### src/rtl/vbg_pkg.sv
package vbg_pkg;

  // Advance a line count; wraps to zero when the last line is reached.
  function automatic int unsigned f_line_next(input int unsigned cnt,
                                              input int unsigned total);
    return (cnt + 1 >= total) ? 0 : cnt + 1;
  endfunction

  // Number of line edges without sync after which sync is declared lost.
  function automatic int unsigned f_sync_timeout(input int unsigned frame_lines);
    return 2 * frame_lines;
  endfunction

  // Width of a counter that must hold values 0 .. limit.
  function automatic int unsigned f_cnt_w(input int unsigned limit);
    return (limit < 2) ? 1 : $clog2(limit + 1);
  endfunction

endpackage

### src/rtl/vbg_edge.sv
module vbg_edge #(
  parameter int unsigned W = 2
) (
  input  logic         clk,
  input  logic         rst_n,
  input  logic [W-1:0] sig_in,
  output logic [W-1:0] rise
);

  logic [W-1:0] prev_q;

  always_ff @(posedge clk or negedge rst_n) begin
    if (!rst_n) prev_q <= '0;
    else        prev_q <= sig_in;
  end

  for (genvar g = 0; g < W; g++) begin : g_rise
    assign rise[g] = sig_in[g] & ~prev_q[g];
  end

endmodule

### src/rtl/vbg_sync_mon.sv
module vbg_sync_mon
  import vbg_pkg::*;
#(
  parameter int unsigned FRAME_LINES = 64
) (
  input  logic clk,
  input  logic rst_n,
  input  logic sync_rise,
  input  logic line_rise,
  output logic sync_present
);

  localparam int unsigned TIMEOUT = f_sync_timeout(FRAME_LINES);
  localparam int unsigned GW      = f_cnt_w(TIMEOUT);

  logic [GW-1:0] gap_q;
  logic          gap_last;

  assign gap_last = (32'(gap_q) == TIMEOUT - 1);

  always_ff @(posedge clk or negedge rst_n) begin
    if (!rst_n) begin
      sync_present <= 1'b0;
      gap_q        <= '0;
    end else if (sync_rise) begin
      sync_present <= 1'b1;
      gap_q        <= '0;
    end else if (line_rise && sync_present) begin
      if (gap_last) begin
        sync_present <= 1'b0;
        gap_q        <= '0;
      end else begin
        gap_q <= gap_q + 1'b1;
      end
    end
  end

  // a sync edge always marks sync present on the next cycle
  p_sync_seen_r4: assert property (@(posedge clk) disable iff (!rst_n)
    sync_rise |=> sync_present);

  // the gap count never reaches the timeout while sync is present
  p_gap_bound_r4: assert property (@(posedge clk) disable iff (!rst_n)
    sync_present |-> (32'(gap_q) < TIMEOUT));

endmodule

### src/rtl/vbg_line_cnt.sv
module vbg_line_cnt
  import vbg_pkg::*;
#(
  parameter int unsigned LINES = 22
) (
  input  logic clk,
  input  logic rst_n,
  input  logic start,
  input  logic line_rise,
  output logic active
);

  localparam int unsigned CW = f_cnt_w(LINES);

  logic [CW-1:0] cnt_q;
  logic          last_line;

  assign last_line = (32'(cnt_q) == LINES - 1);

  always_ff @(posedge clk or negedge rst_n) begin
    if (!rst_n) begin
      active <= 1'b0;
      cnt_q  <= '0;
    end else if (start) begin
      active <= 1'b1;
      cnt_q  <= '0;
    end else if (active && line_rise) begin
      if (last_line) active <= 1'b0;
      cnt_q <= CW'(f_line_next(32'(cnt_q), LINES));
    end
  end

  // any start opens (or reopens) the window with a clear count
  p_start_opens_r7: assert property (@(posedge clk) disable iff (!rst_n)
    start |=> (active && cnt_q == '0));

  // count stays inside the line total
  p_no_overflow_r3: assert property (@(posedge clk) disable iff (!rst_n)
    active |-> (32'(cnt_q) < LINES));

  // the last line edge closes the window
  p_window_end_r3: assert property (@(posedge clk) disable iff (!rst_n)
    (active && line_rise && last_line && !start) |=> !active);

  // without a line edge the count holds
  p_count_hold_r3: assert property (@(posedge clk) disable iff (!rst_n)
    (active && !line_rise && !start) |=> (active && $stable(cnt_q)));

endmodule

### src/rtl/vblank_gen.sv
module vblank_gen #(
  parameter int unsigned LINES       = 22,
  parameter int unsigned FRAME_LINES = 64,
  parameter int unsigned LVL_W       = 6
) (
  input  logic             clk,
  input  logic             rst_n,
  input  logic             line_tick,
  input  logic             vsync,
  input  logic             ramp_disch,
  input  logic             video_off,
  input  logic             supply_decay,
  input  logic [LVL_W-1:0] level_code,
  output logic             blank_out,
  output logic [LVL_W-1:0] level_out
);

  logic [1:0] rise;
  logic       line_rise;
  logic       sync_rise;
  logic       sync_present;
  logic       start_sync;
  logic       start_ramp;
  logic       start;
  logic       win_active;
  logic       forced;

  vbg_edge #(.W(2)) u_edge (
    .clk   (clk),
    .rst_n (rst_n),
    .sig_in({vsync, line_tick}),
    .rise  (rise)
  );

  assign line_rise = rise[0];
  assign sync_rise = rise[1];

  vbg_sync_mon #(.FRAME_LINES(FRAME_LINES)) u_sync_mon (
    .clk         (clk),
    .rst_n       (rst_n),
    .sync_rise   (sync_rise),
    .line_rise   (line_rise),
    .sync_present(sync_present)
  );

  assign start_sync = sync_rise;
  assign start_ramp = ramp_disch & ~sync_present;
  assign start      = start_sync | start_ramp;

  vbg_line_cnt #(.LINES(LINES)) u_line_cnt (
    .clk      (clk),
    .rst_n    (rst_n),
    .start    (start),
    .line_rise(line_rise),
    .active   (win_active)
  );

  assign forced    = video_off | supply_decay;
  assign blank_out = win_active | forced;
  assign level_out = level_code;

  // a discharge strobe while sync is present cannot open a window
  p_ramp_ignored_r4: assert property (@(posedge clk) disable iff (!rst_n)
    (sync_present && ramp_disch && !sync_rise && !win_active) |=> !win_active);

endmodule

### config.mk
export PLATFORM = sky130hd
export DESIGN_NAME = vblank_gen
export DESIGN_NICKNAME = d
export VERILOG_FILES = /design/src/rtl/vbg_pkg.sv /design/src/rtl/vbg_edge.sv /design/src/rtl/vbg_sync_mon.sv /design/src/rtl/vbg_line_cnt.sv /design/src/rtl/vblank_gen.sv
export SDC_FILE = /design/constraint.sdc
export NUM_CORES = 1
export LEC_CHECK = 0
export ABC_AREA = 1
export BUFFER_PORTS_ARGS = -buffer_cell sky130_fd_sc_hd__clkbuf_2
export CAP_MARGIN = 20
export CORE_MARGIN = 2
export CORE_UTILIZATION = 57
export DETAILED_ROUTE_END_ITERATION = 6
export GPL_ROUTABILITY_DRIVEN = 0
export HOLD_SLACK_MARGIN = 0.06
export PLACE_DENSITY = 0.94
export SLEW_MARGIN = 5
export SYNTH_ARGS = -nofsm -noshare
export SYNTH_HDL_FRONTEND = slang
export SYNTH_SLANG_ARGS = --single-unit
export TNS_END_PERCENT = 20
### constraint.sdc
create_clock -name clk -period 2.24 [get_ports clk]
set_input_delay 0.224 -clock clk [delete_from_list [all_inputs] [get_ports clk]]
set_output_delay 0.224 -clock clk [all_outputs]
set_load 0.05 [all_outputs]
### Yosys cells after proc, flatten, opt, wreduce, memory -nomap -nowiden

Index checks and enable logic that the tools add are counted.

| word-level totals | value |
|---|---|
| bits in registers | 17 |
| bits of input ports | 13 |
| output and inout port bits | 7 |
| logic and storage cells | 39 |

| cells by class | value |
|---|---|
| $add $sub $neg | 2 |
| magnitude comparators | 1 |
| equal/unequal tests | 2 |
| mux-type cells | 12 |
| bitwise operators | 9 |
| reductions and logical operators | 8 |

Operator list:

| kind | number |
|---|---|
| 2-to-1 mux 8 bit | 3 |
| 2-to-1 mux 5 bit | 3 |
| adder 8 x 1 -> 8 bit (second input constant) | 1 |
| == test 8 x 7 -> 1 bit (second input constant) | 1 |
| nonzero test 2 bit | 4 |
| adder 5 x 1 -> 6 bit (second input constant) | 1 |
| >= comparator 6 x 5 -> 1 bit (second input constant) | 1 |
| 2-to-1 mux 1 bit | 6 |
| == test 5 bit (second input constant) | 1 |
| AND reduction 2 bit | 2 |
| bitwise AND 1 bit | 3 |
| inverter 1 bit | 3 |
| OR 1 bit | 3 |
| logical AND 1 bit | 2 |

### Logic depth before layout (Yosys ltp)

Gate-level depths: netlist of run 1.

| depth | value |
|---|---|
| depth in word-level cells | 5 |
| mapped depth | 9 |
| gate-level depth less buffers | 8 |

### Modules after synthesis

A second synthesis of run 1 with hierarchy kept.

| second synthesis, totals | value |
|---|---|
| cells, all modules | 138 |
| area, all modules | 1038.5 µm² |

By module, submodules not included:

| module | instances | cells each | area each (µm²) | seq. area each (µm²) |
|---|---|---|---|---|
| vbg_sync_mon | 1 | 60 | 494.2 | 225.2 |
| vbg_line_cnt | 1 | 59 | 402.9 | 150.1 |
| vblank_gen | 1 | 13 | 71.3 | 0.0 |
| vbg_edge | 1 | 6 | 70.1 | 50.0 |

### Least setup slack after synthesis of run 1

Ideal clock, no wire load.

| timing path | value |
|---|---|
| path kind | register to register |
| start point | register u_line_cnt.cnt_q[0] |
| end point | register u_line_cnt.cnt_q[0] |
| setup time | 0.117 ns |
| arrival time | 1.124 ns |
| data required time | 2.123 ns |
| slack | 0.999 ns |
| stages on the path, launching flop included | 8 |
| path buffers | 0 |
| period minus slack after synthesis | 1.241 ns |
| path through | dfrtp_1 > ha_1 > nand2_1 > nand2_1 > o21ai_1 > nand2_2 > nand3_1 > nand2_1 |

| on the way | value |
|---|---|
| cells in the longest elaborated chain, start to end | 5 |

Ends and longest elaborated chain:

| element | line | source |
|---|---|---|
| start: declaration | vbg_line_cnt.sv:15 | `logic [CW-1:0] cnt_q;` |
| start signal: assignment | vbg_line_cnt.sv:29 | `cnt_q <= CW'(f_line_next(32'(cnt_q), LINES));` |
| adder 5 x 1 -> 6 bit * | vbg_pkg.sv:6 | `return (cnt + 1 >= total) ? 0 : cnt + 1;` |
| >= comparator 6 x 5 -> 1 bit | vbg_pkg.sv:6 |  |
| 2-to-1 mux 5 bit * | vbg_pkg.sv:6 |  |
| 2-to-1 mux 5 bit * | vbg_line_cnt.sv:27 | `end else if (active && line_rise) begin` |
| 2-to-1 mux 5 bit * | vbg_line_cnt.sv:24 | `end else if (start) begin` |

Mark *: on every way between the ends. The rest lies on a longest branch, timed or not. The select of a mux whose other input is x is not followed.
A chain may end at the register's enable or synchronous reset.

### Worst setup path in the final report of run 1

| timing path | value |
|---|---|
| start point | input vsync |
| end point | register u_line_cnt.active |

| on the way | value |
|---|---|
| cells in the longest elaborated chain, start to end | 4 |
| elaborated cells between the ends (all ways) | 6 |
| those cells by class | 1 x mux; 2 x bitwise; 3 x reduce/logical |

Ends and longest elaborated chain:

| element | line | source |
|---|---|---|
| start: declaration | vblank_gen.sv:9 | `input logic vsync,` |
| bitwise AND 1 bit * | vbg_edge.sv:18 | `assign rise[g] = sig_in[g] & ~prev_q[g];` |
| OR 1 bit * | vblank_gen.sv:48 | `assign start = start_sync \| start_ramp;` |
| nonzero test 2 bit (no line) | -- |  |
| AND reduction 2 bit (no line) | -- |  |
| end signal: assignment | vbg_line_cnt.sv:22 | `active <= 1'b0;` |
| end signal: assignment | vbg_line_cnt.sv:25 | `active <= 1'b1;` |
| end signal: assignment | vbg_line_cnt.sv:28 | `if (last_line) active <= 1'b0;` |
| end: declaration | vbg_line_cnt.sv:10 | `output logic active` |

Mark *: on every way between the ends. The rest lies on a longest branch, timed or not.

==> reports/results.txt, run 1 <==
RSZ-0062 raised after global routing: no
buffers added on ports: 7
ANT cells: 0
EDFF count, synth: 0
DIE HEIGHT: 46.7 um
Leak: 0.565 nW
commonest non-fill, non-tap cell in the layout: nand2_1
Via Count: 873
row cnt: 15
Clock Skews: 3.31 ps
fill count: 141
Tot Pwr: 0.677 mW
peak supply drop: 0.395 mV
root buffer cell: clkbuf_4
CP Class: input port to register
Worst setup SP type: input port
ys flop type: dfrtp_1
TritonCTS clock tree: built
max-slew violation count: 0
first-pass GRT wire length: 3230 um
Cells after DPL: 160
post-synth cell types: 22
critical path required time: 2460 ps
dpl ws: 837 ps
Initial DRT Pass Iterations: 4
class of the worst hold path: input port to register
Fmax achieved: 603 MHz
DP HPWL: 1460 um
Setup crit end kind: register
layout cells sized above 1: 0.191
Max-Slew Margin vs Limit: 0.728
synthesized flop and latch total: 17
period utilization: 0.740
Avg Inst Size Synth: 7.69 sq um
register area: 425 sq um
clk_lat worst skew: 300 ps
setup ws final: 582 ps
Hold WS: 84.3 ps
worst-margin pin slew: 407 ps
final wirelength: 1990 um
status: complete, no violations
TNS Setup: 0 ps
die width: 46.7 um
area of the multi-input gates: 485 sq um
grt ovf: 0
total global-route track usage: 0.215
H-Tree Depth: 1
Initial Utilization: 0.601
Final Critical Period: 1660 ps
# IOs: 20
total CTS buffers: 3
remaining antenna violation count: 0
Clock Sinks: 17
Yosys Warn Count: 0
Final Non-Filler Cells: 166
drt drc: 0
cells after synthesis: 135
Post-synth ARST share: 1.00
Setup Viol. Count Final: 0
pin count of the biggest net entering global routing: 18
vias per cell: 5.26
Area Overhead vs Synth: 5.54%
initial DRC count: 26
initial antenna violation count: 0
syn_nets: 151
Layout Nets: 158
maximum clock insertion buffer count: 2
Arr. time, crit path: 1880 ps
vias in the first global route: 788
PD cells: 618 nW/um^2
Final Hold Viols: 0
core area: 1730 sq um
maxcap violations: 0
register clock-pin slew on the reported worst setup and hold paths: 100 ps
Seq/Total Area, Yosys: 0.410
Setup Fix Bufs, Post-CTS: 0
commonest non-fill, non-tap cells in the layout: nand2_1, inv_1, dfrtp_1, nand3_1, nor2_1
cell area after synthesis: 1040 sq um
full die area: 2180 sq um
crit-path max FO: 11
drt wl/cell: 12.0 um
[stage by stage]
stage	instance area [sq um]	util
6_report	1100	0.635
5_1_grt	1100	0.635
4_1_cts	1100	0.635
3_5_place_dp	1050	0.607
3_3_place_gp	1050	0.607
2_1_floorplan	1040	-
[critical path, cell delays in order]
cell,delay [ps]
dlygate4sd3_1,530
clkbuf_2,110
nand2_1,310
o21ai_1,170
nor2_2,270
nor3_1,90
o21ai_1,170
[sequential cells by signal, indices dropped and copies added (netlist names)]
name / cells
u_sync_mon.gap_q: 8
u_line_cnt.cnt_q: 5
u_edge.prev_q: 2
u_line_cnt.active: 1
u_sync_mon.sync_present: 1
[cells in the mapped netlist (2+ instances only)]
| cell | number | share of area |
|---|---|---|
| nand2_2 | 6 | 0.036 |
| nand2_1 | 35 | 0.13 |
| nand4_1 | 2 | 0.012 |
| buf_4 | 6 | 0.043 |
| nor2_1 | 10 | 0.036 |
| dfrtp_1 | 17 | 0.41 |
| a21oi_1 | 3 | 0.014 |
| nor2_2 | 5 | 0.030 |
| ha_1 | 3 | 0.036 |
| inv_1 | 18 | 0.065 |
| o21ai_1 | 7 | 0.034 |
| nand3_1 | 13 | 0.063 |
[routing by layer]
| layer | routed length [um] | up-vias | share of wire | global-route usage |
|---|---|---|---|---|
| met1 | 834 | 397 | 0.42 | 0.268 |
| met5 | 0 | - | 0 | 0 |
| met2 | 983 | 36 | 0.50 | 0.353 |
| met4 | 23 | 0 | 0.012 | 0.0778 |
| li1 | - | 434 | - | - |
| met3 | 144 | 6 | 0.073 | 0.0627 |
[timing repair]
| item | in CTS | in global routing |
|---|---|---|
| hold endpoints to repair | 18 | 0 |
| hold buffers | 2 | 0 |
| resized for setup | 0 | 0 |
[path summary, 6_finish.rpt]
check / start / endpoint / slack, ps / cells past startpoint
max: vsync / u_line_cnt.active$_DFFE_PN0P_ / 580 / 7
min: line_tick / u_edge.prev_q[0]$_DFF_PN0_ / 80 / 1
max reg2reg: u_edge.prev_q[1]$_DFF_PN0_ / u_line_cnt.active$_DFFE_PN0P_ / 780 / 6
min reg2reg: u_line_cnt.cnt_q[4]$_DFFE_PN0P_ / u_line_cnt.cnt_q[4]$_DFFE_PN0P_ / 540 / 2
max in group asynchronous: rst_n / u_sync_mon.gap_q[5]$_DFFE_PN0P_ / 1580 / 2
min in group asynchronous: rst_n / u_sync_mon.gap_q[0]$_DFFE_PN0P_ / 370 / 2
[logic make-up after synthesis]
kind of cell | synth area share
fa+ha+maj | 0.0361
buf+inv | 0.123
compound gates | 0.0639
simple gates | 0.359
xor+xnor | 0.00844
flops | 0.410
[where the power goes]
group	switching, mW	internal [mW]
clock	0.0980	0.0666
combinational	0.0790	0.0506
sequential	0.0380	0.345
total	0.215	0.462
[area by class of cell]
cell class,instances,share of cell area
inverter,19,0.0651
clock buffer,3,0.0205
sequential,17,0.388
clock inverter,1,0.00457
multi-input combinational,92,0.443
timing repair buffer,9,0.0502
tap,25,0.0285
No activity file was read; power rests on OpenSTA's default activity.
==> inputs of run 2 (changes only) <==
Settings changed: CORE_UTILIZATION 57 to 48, PLACE_DENSITY 0.94 to 0.86.
Clock period 2.24 ns to 1.35 ns, I/O delays scaled along.
==> reports/results.txt, run 2 (synthesis gave the netlist of run 1 again) <==
# IOs: 20 (unchanged)
sequential share of power: 0.553 (-0.013)
Cells after DPL: 164 (+2.5%)
H-Tree Depth: 1 (unchanged)
crit-path max FO: 5 (-6)
final wirelength: 2050 um (+3.1%)
pin count of the biggest net entering global routing: 18 (unchanged)
Area Overhead vs Synth: 13.1%
commonest non-fill, non-tap cells in the layout: nand2_1, dfrtp_1, inv_1, nor2_1, nand3_1
Net Sw Power: 0.359 mW (+67%)
total global-route track usage: 0.174 (-0.0412)
setup ws final: -54.7 ps (-637 ps)
drt drc: 0 (unchanged)
Final Hold Viols: 0 (unchanged)
vias in the first global route: 816 (+3.6%)
Clock Sinks: 17 (unchanged)
core area: 2000 sq um (+16%)
layout cells sized above 1: 0.285 (+0.0932)
Largest register FFs: 8 (unchanged)
Internal: 0.785 mW (+70%)
Final Critical Period: 1400 ps
root buffer cell: clkbuf_4
crit path cell chain: ha_2 > nand2_2 > o21ai_1 > o21ai_1 > inv_2 > nand2_4 > nand3_2 > nand2_2
sw frac: 0.314 (-0.00370)
RSZ-0062 raised after global routing: yes
Setup Viol. Count Final: 5 (+5)
critical path required time: 1550 ps (-910 ps)
Fmax achieved: 712 MHz
DIE HEIGHT: 50.5 um (+8.2%)
maximum clock insertion buffer count: 2 (unchanged)
worst-margin pin slew: 431 ps (+23.8 ps)
cell family with most CP delay: flip-flops
Clock Skews: 8.16 ps (+4.86 ps)
total CTS buffers: 3 (unchanged)
Layout Nets: 161 (+1.9%)
dpl ws: -18.5 ps (-856 ps)
clock power share: 0.233 (-0.010)
remaining antenna violation count: 0 (unchanged)
Tot Pwr: 1.14 mW (+69%)
die width: 50.5 um (+8.2%)
buffers added on ports: 7 (unchanged)
combinational power share: 0.214 (+0.023)
clk_lat worst skew: 290 ps (about the same)
Initial DRT Pass Iterations: 4 (unchanged)
CP max-delay cell: dfrtp_1
status: complete, but fails checks
vias per cell: 4.98 (-5.4%)
Leak: 0.592 nW (+4.8%)
class of the worst hold path: input port to register
CP Class: register to register
row cnt: 16 (+1)
drt wl/cell: 12.0 um (about the same)
Initial Utilization: 0.519 (-0.0827)
initial antenna violation count: 0 (unchanged)
Worst setup SP type: register
Buf+Inv Stages, Crit Path: 1 (-1)
grt ovf: 0 (unchanged)
Via Count: 851 (-2.5%)
Regs by FF count: u_sync_mon.gap_q (8), u_line_cnt.cnt_q (5), u_edge.prev_q (2)
Top reg by flops: u_sync_mon.gap_q
Max-Slew Margin vs Limit: 0.713 (-0.0152)
failing checks: setup timing
maxcap violations: 0 (unchanged)
first-pass GRT wire length: 3260 um (+0.84%)
peak supply drop: 1.13 mV (+190%)
post-layout util: 0.587 (-0.0479)
Arr. time, crit path: 1600 ps (-280 ps)
ANT cells: 0 (unchanged)
Hold WS: 185 ps (+101 ps)
Setup crit end kind: register
initial DRC count: 14 (-46%)
commonest non-fill, non-tap cell in the layout: nand2_1
PD cells: 973 nW/um^2 (+58%)
register clock-pin slew on the reported worst setup and hold paths: 100 ps (about the same)
Max stage delay on crit path: 450 ps (-80 ps)
TritonCTS clock tree: built
Final Non-Filler Cells: 171 (+3.0%)
full die area: 2550 sq um (+17%)
DP HPWL: 1480 um (+1.1%)
period utilization: 1.04
max-slew violation count: 0 (unchanged)
-- run 2: changes by cell type in the layout (fill, tap and decap cells not counted), sizes merged --
cell | before | now
buf | 0 | 2
dlygate4sd3 | 2 | 3
-- run 2: path summary, 6_finish.rpt --
path	start	to	slack [ps]	depth (start not counted)
worst max-delay path	u_line_cnt.cnt_q[0]$_DFFE_PN0P_	u_line_cnt.cnt_q[4]$_DFFE_PN0P_	-50	8
worst min-delay path	vsync	u_sync_mon.sync_present$_DFFE_PN0P_	190	3
worst max register to register	u_line_cnt.cnt_q[0]$_DFFE_PN0P_	u_line_cnt.cnt_q[4]$_DFFE_PN0P_	-50	8
worst min register to register	u_line_cnt.cnt_q[4]$_DFFE_PN0P_	u_line_cnt.cnt_q[4]$_DFFE_PN0P_	530	2
max in group asynchronous	rst_n	u_sync_mon.gap_q[6]$_DFFE_PN0P_	750	2
min in group asynchronous	rst_n	u_line_cnt.cnt_q[4]$_DFFE_PN0P_	300	2
-- run 2: worst register-to-register path, cell delays in order (launching register included) --
cell and delay, ps:
dfrtp_1 450, ha_2 230, nand2_2 70, o21ai_1 150, o21ai_1 100, inv_2 100, nand2_4 80, nand3_2 90
nand2_2 40
-- run 2: through the flow --
stage / instance area (sq um) / TNS [ps]
2_1_floorplan: 1040 / 0
3_3_place_gp: 1070 / 0
3_5_place_dp: 1070 / -19.1
4_1_cts: 1130 / 0
5_1_grt: 1170 / -420
6_report: 1170 / -223
-- run 2: power by group through the flow --
stage	combinational (mW)	sequential [mW]	clock (mW)
after floorplan	0.209	0.628	0
after global placement	0.209	0.634	0
after detailed placement	0.217	0.636	0
after CTS	0.225	0.627	0.287
after global routing	0.280	0.640	0.307
final	0.245	0.632	0.267
-- run 2: cell type report --
class	instances	area [sq um]
tap	27	33.8
inverter	19	71.3
sequential	17	425
clock buffer	3	22.5
clock inverter	1	5.00
timing repair buffer	12	80.1
multi-input combinational	92	537
fill	196	827
-- run 2: what timing repair did --
item	4_1_cts	5_1_grt
resized for setup	2	11
endpoints found under the hold margin	19	0
setup buffers	0	0
hold buffers	3	0
endpoints found under the setup margin	4	6
pin swaps	0	4
-- run 2: metal layers --
layer / wire length, um / GRT usage
met5: 0 / 0
met4: 45 / 0.0811
met3: 68 / 0.0625
met2: 1100 / 0.307
met1: 833 / 0.182
